### src/rtl/ufi_pkg.sv
`timescale 1ns/1ps
package ufi_pkg;
  // Number of index bits below the frame-list field (microframes per frame = 8)
  localparam int UFRAME_BITS = 3;

  // Position of the index bit whose toggle signals a frame-list wrap.
  // Code 0 -> top bit, 1 -> one below, 2 and 3 -> two below.
  function automatic int roll_bit(input int idx_w, input logic [1:0] code);
    int drop;
    drop = (code > 2'd2) ? 2 : int'(code);
    return idx_w - 1 - drop;
  endfunction
endpackage

### src/rtl/ufi_prescaler.sv
`timescale 1ns/1ps
module ufi_prescaler #(
  parameter int TICKS = 25000
) (
  input  logic clk,
  input  logic rst,
  input  logic run,
  output logic tick
);
  localparam int CNT_W = (TICKS > 1) ? $clog2(TICKS) : 1;
  localparam logic [CNT_W-1:0] LAST = CNT_W'(TICKS - 1);

  logic [CNT_W-1:0] cnt_q;

  always_ff @(posedge clk) begin
    if (rst || !run) begin
      cnt_q <= '0;
    end else if (cnt_q == LAST) begin
      cnt_q <= '0;
    end else begin
      cnt_q <= cnt_q + 1'b1;
    end
  end

  assign tick = run && (cnt_q == LAST);
endmodule

### src/rtl/ufi_index_reg.sv
`timescale 1ns/1ps
module ufi_index_reg #(
  parameter int IDX_W = 14
) (
  input  logic             clk,
  input  logic             rst,
  input  logic             run,
  input  logic             tick,
  input  logic             we,
  input  logic [IDX_W-1:0] wdata,
  output logic [IDX_W-1:0] idx,
  output logic [IDX_W-1:0] idx_next,
  output logic             sof
);
  logic [IDX_W-1:0] idx_q;
  logic             sof_q;

  assign idx_next = idx_q + 1'b1;

  always_ff @(posedge clk) begin
    if (rst) begin
      idx_q <= '0;
      sof_q <= 1'b0;
    end else begin
      sof_q <= tick;
      if (tick) begin
        idx_q <= idx_next;
      end else if (we && !run) begin
        idx_q <= wdata;
      end
    end
  end

  assign idx = idx_q;
  assign sof = sof_q;
endmodule

### src/rtl/ufi_rollover_detect.sv
`timescale 1ns/1ps
module ufi_rollover_detect
  import ufi_pkg::*;
#(
  parameter int IDX_W = 14
) (
  input  logic             clk,
  input  logic             rst,
  input  logic             tick,
  input  logic [1:0]       size_code,
  input  logic [IDX_W-1:0] idx,
  input  logic [IDX_W-1:0] idx_next,
  output logic             roll
);
  logic [IDX_W-1:0] flip;
  logic             sel_flip;
  logic             roll_q;

  assign flip     = idx ^ idx_next;
  assign sel_flip = flip[roll_bit(IDX_W, size_code)];

  always_ff @(posedge clk) begin
    if (rst) begin
      roll_q <= 1'b0;
    end else begin
      roll_q <= tick && sel_flip;
    end
  end

  assign roll = roll_q;
endmodule

### src/rtl/uframe_index_counter.sv
`timescale 1ns/1ps
module uframe_index_counter #(
  parameter int IDX_W            = 14,
  parameter int TICKS_PER_UFRAME = 25000
) (
  input  logic             clk,
  input  logic             rst,
  input  logic             run,
  input  logic [1:0]       size_code,
  input  logic             idx_we,
  input  logic [IDX_W-1:0] idx_wdata,
  output logic [IDX_W-1:0] frame_index,
  output logic             sof_pulse,
  output logic             rollover_pulse
);
  logic             tick;
  logic [IDX_W-1:0] idx_cur;
  logic [IDX_W-1:0] idx_nxt;

  ufi_prescaler #(.TICKS(TICKS_PER_UFRAME)) u_presc (
    .clk  (clk),
    .rst  (rst),
    .run  (run),
    .tick (tick)
  );

  ufi_index_reg #(.IDX_W(IDX_W)) u_idx (
    .clk      (clk),
    .rst      (rst),
    .run      (run),
    .tick     (tick),
    .we       (idx_we),
    .wdata    (idx_wdata),
    .idx      (idx_cur),
    .idx_next (idx_nxt),
    .sof      (sof_pulse)
  );

  ufi_rollover_detect #(.IDX_W(IDX_W)) u_roll (
    .clk       (clk),
    .rst       (rst),
    .tick      (tick),
    .size_code (size_code),
    .idx       (idx_cur),
    .idx_next  (idx_nxt),
    .roll      (rollover_pulse)
  );

  assign frame_index = idx_cur;
endmodule

### config.mk
export PLATFORM = sky130hd
export DESIGN_NAME = uframe_index_counter
export DESIGN_NICKNAME = d
export VERILOG_FILES = /design/src/rtl/ufi_pkg.sv /design/src/rtl/ufi_prescaler.sv /design/src/rtl/ufi_index_reg.sv /design/src/rtl/ufi_rollover_detect.sv /design/src/rtl/uframe_index_counter.sv
export SDC_FILE = /design/constraint.sdc
export NUM_CORES = 1
export LEC_CHECK = 0
export BUFFER_PORTS_ARGS = -buffer_cell sky130_fd_sc_hd__buf_2
export CAP_MARGIN = 10
export CORE_UTILIZATION = 40
export CTS_CLUSTER_DIAMETER = 30
export CTS_CLUSTER_SIZE = 20
export DETAILED_ROUTE_END_ITERATION = 10
export PLACE_DENSITY_LB_ADDON = 0.15
export SETUP_SLACK_MARGIN = 0.5
export SKIP_CTS_REPAIR_TIMING = 1
export SYNTH_ARGS = -nofsm -noshare
export SYNTH_HDL_FRONTEND = slang
export SYNTH_SLANG_ARGS = --single-unit
### constraint.sdc
create_clock -name clk -period 2.25 [get_ports clk]
set_input_delay 0.225 -clock clk [delete_from_list [all_inputs] [get_ports clk]]
set_output_delay 0.225 -clock clk [all_outputs]
set_load 0.1 [all_outputs]
# == Word level (Yosys, flattened, before mapping) ==
# Cells that the tools add are included.
# op_classes
reduce_logical,7
n_eq_ne,1
bitwise,1
mux,6
n_lt_le_gt_ge,2
add_sub_neg,3
# op_table
cell,n
32-bit by 6-bit < comparator with 1-bit output (second input constant),1
5-bit by 32-bit subtractor with 32-bit output (first input constant),1
14-bit 2-to-1 mux,2
15-bit by 1-bit adder with 15-bit output (second input constant),1
15-bit == test (second input constant),1
14-bit by 1-bit adder with 14-bit output (second input constant),1
14-bit bitwise XOR,1
1-bit binary-select mux with 4-bit select,1
1-bit logical AND,3
2-bit greater-than comparator (second input constant),1
1-bit 2-to-1 mux,2
2-bit 2-to-1 mux,1
2-bit nonzero test,1
2-bit OR reduction,1
1-bit zero test,1
1-bit logical OR,1
# word_totals
reg_bits,31
input_bits,20
word_cells,24
output_inout_bits,16

# == Logic depth before layout (Yosys ltp) ==
# depth
ltp_word,7
ltp_mapped,8
ltp_nobuf,5

# == By module ==
# A second synthesis with hierarchy kept.
# hier_totals
cells_unflattened,208
hier_area_um2,1756.7
# by_module_without_submodules
module,area_per_inst_um2,instances,cells_per_inst,seq_area_each_um2
ufi_index_reg,978.4,1,123,300.3
ufi_prescaler,703.2,1,77,300.3
ufi_rollover_detect,75.1,1,8,20.0

# == Worst setup path before layout ==
# OpenSTA, ideal clock, no wires.
# synth_path
path_kind,register -> register
startpoint,register u_idx.idx_q[0] (netlist: u_idx.idx[0])
endpoint,register u_idx.idx_q[10] (netlist: u_idx.idx[10])
slack_ns,-0.082
n_path_buf,0
required_ns,2.176
arrival_ns,2.258
period_less_slack_ns,2.332
path_stages_with_launch,5
setup_time_ns,0.074
path_cell_list,dfxtp_1 -> ha_1 -> nand3_1 -> or4_1 -> a31oi_1
# synth_via
elab_chain_cells,2
# synth_rtl
element,line,text
start: declaration,ufi_index_reg.sv:15,logic [IDX_W-1:0] idx_q;
start signal: assignment,ufi_index_reg.sv:27,idx_q <= idx_next;
start signal: assignment,ufi_index_reg.sv:29,idx_q <= wdata;
14-bit by 1-bit adder with 14-bit output,ufi_index_reg.sv:18,assign idx_next = idx_q + 1'b1;
14-bit 2-to-1 mux,ufi_index_reg.sv:26,if (tick) begin
# Every way passes these cells.
# A chain may end at the register's enable or synchronous reset.

# == Final worst setup path ==
# layout_path
startpoint,register u_presc.cnt_q[0]
endpoint,register u_idx.idx_q[3] (netlist: u_idx.idx[3])
# layout_via
elab_chain_cells,3
elab_cells_between_ends,4
cone_classes,eq/ne: 1; mux: 1; reduce/logical: 2
# layout_rtl
element,line,text
start: declaration,ufi_prescaler.sv:13,logic [CNT_W-1:0] cnt_q;
start signal: assignment,ufi_prescaler.sv:21,cnt_q <= cnt_q + 1'b1;
15-bit == test (*),ufi_prescaler.sv:25,assign tick = run && (cnt_q == LAST);
1-bit logical AND (*),ufi_prescaler.sv:25,
14-bit 2-to-1 mux or 2-bit nonzero test (tied branches),--,
# Every way passes the cells marked *; elsewhere a longest branch is shown, timed or not.

==> flow_summary.toml <==
[sta]
fin_ws_ns = 0.525
fin_worst_skew_ns = 0.0124
fin_crit_sh_pct = 76.7
finalSetupViolCount = 0
finalSetupTns_ns = 0
fmaxAchievable_ghz = 0.580
drv_slew = 0
tightest_slew_ns = 0.475
hold_viol = 0
period_minus_slack_ns = 1.73
max_slew_margin_pct = 68.3
rsz0062_at_grt = "yes"
holdWs_ns = 0.187

[synth]
syn_area_um2 = 1670
synth_edf_count = 0
synth.area.mux_share_pct = 1.87
synth_top_family_by_area = "simple AND/OR/NAND/NOR gates"
yosys_most_used_dff = "dfxtp_1"
ys_types = 45
synth-compound-area-share_pct = 14.7
yosysSeqAreaShare_pct = 37.1
yosys.area_share.simple_pct = 34.5
syn_avg_cell_area_um2 = 8.49
yosysWarnings = 0
syn_nets = 219
synth.area.top_cells = "dfxtp_1 (37%), nand2_1 (4.3%), nand3_1 (3.6%)"
synth_seq_cells = 31
netlist_instances = 197
ys_async_sr_fraction_pct = 0
synthAdderAreaFrac_pct = 1.50
synth_top_area_share_pct = 37.1
synth_xor_area_share_pct = 5.76
synth_largest_area_cell = "dfxtp_1"
yosysMostFrequentCell = "dfxtp_1"
synth_common_cells = "dfxtp_1 (31), nand2_1 (19), nor2_1 (15), nand3_1 (12), nand4_1 (9)"

[finish]
drive_gt1_share_pct = 34.8
area_growth_pct = 29.5
fin_area_um2 = 2170
fin_nets = 265
n_antenna_cell = 0
final_util_pct = 54.1
fin_cells = 294

[critical_path]
cp.required_ns = 2.46
slowest_stage = "dfxtp_4"
start_kind = "flip-flop"
r2r_start = "u_presc.cnt_q[0]"
cp_slowest_stage_delay_ns = 0.37
worstPathArrival_ns = 1.94
path_class = "reg -> reg"
r2r_slack_ns = 0.52
crit_chain = "ha_4, and4bb_4, nand4_4, buf_4, or3_1, a31oi_1"
critPathMaxFanout = 6
crit_start = "u_presc.cnt_q[0]"
cp-end-kind = "flip-flop"

[placed_design]
placedCellCount = 275
place_congestion = 0.715
place_ws_ns = 0.277
place_area_um2 = 1940
port-buffer-count = 35
dpl.hpwl_mm = 2.71

[drt]
viasPerCell = 5.59
wirelength_mm = 4.34
ant_nets = 0
drt_iter0_drc = 72
via_count = 1642
routedWlPerCell_um = 14.8
first_pass_iters = 4
drc = 0

[floorplanning]
ios = 36
die-area_um2 = 4440
row_count = 23
die_h_um = 66.7
core_area_um2 = 4000
die_w_um = 66.7
start_util_pct = 41.8

[clock_network]
clkSinkCount = 31
clockBufferDepth = 2
cts_root_buffer = "clkbuf_8"
cts_buffers = 5
cts_tree = "built"
clk_latency_ns = 0.29
clkTransAtPathRegs_ns = 0.07
cts_max_level = 2

[power]
finalPower_mw = 1.21
vdd_drop_max_uv = 281
powerDensity_nw_per_um2 = 558
leakagePower_nw = 0.809

[global_route]
grt_antenna_before_repair = 0
grt_pass1_wl_mm = 6.63
grtUsageTotal_pct = 19.8
overflow = 0
grt_pass1_vias = 1409
grt_start_max_net_pins = 25

[min_path]
hp-class = "in -> reg"
min-delay-start = "idx_wdata[7]"

[run]
drv_cap = 0

[run_status]
status = "finished clean"
power by group:
group	switching, mW	leakage, nW	internal, mW
logic	0.124	0.500	0.0458
clock network	0.214	0.0482	0.247
registers	0.0193	0.261	0.558
registers in the layout (all words and copies together), names as in the netlist:
signal         flops
u_idx.idx         14
u_idx.sof          1
u_presc.cnt_q     15
u_roll.roll        1
critical path, delay by kind of cell, from the launching register on:
| family | cells | cell delay, ns |
|---|---|---|
| AO/OA/AOI/OAI | 1 | 0.16 |
| AND/OR/NAND/NOR | 3 | 0.78 |
| adder cells (fa/ha/maj) | 1 | 0.17 |
| buffers and inverters | 1 | 0.17 |
| flip-flops | 1 | 0.37 |
final timing paths:
| check | endpoint | cells after the start |
|---|---|---|
| max reg2reg | u_idx.idx[3] | 6 |
| max | u_idx.idx[3] | 6 |
| min reg2reg | u_presc.cnt_q[0] | 1 |
| min | u_idx.idx[7] | 3 |
cell usage in the layout, fill, tap and decap left out, types with 7 or more instances in the layout:
cell type,count
buf_4,11
nand3_1,11
nand2_1,19
and2_1,8
a31oi_1,8
nor2_1,15
o31ai_1,7
dfxtp_1,16
nand4_1,9
dfxtp_4,9
buf_2,35
final cells by class:
type	count	area (µm²)
well taps	50	62.6
clock inverters	1	5.00
multi-input cells	152	1060
clock buffers	7	86.3
flip-flops and latches	31	662
fillers	367	1830
inverters	6	22.5
repair buffers	47	269
layer usage:
metal  track usage (%)  share of wire [%]  vias up
met5                 0                  0        -
li1                  -                  -      832
met3              4.11                4.5        7
met4              8.78                1.6        0
met1              28.4                 51      764
met2              27.9                 43       39
logic make-up (layout without fill, tap and decap cells):
family | count (synthesis) | in the layout
XOR/XNOR | 11 | 11
adder cells (fa/ha/maj) | 2 | 2
AO/OA/AOI/OAI | 35 | 35
AND/OR/NAND/NOR | 99 | 101
multiplexers | 3 | 3
flip-flops | 31 | 31
buffers and inverters | 16 | 61
No activity file was read; power rests on OpenSTA's default activity.
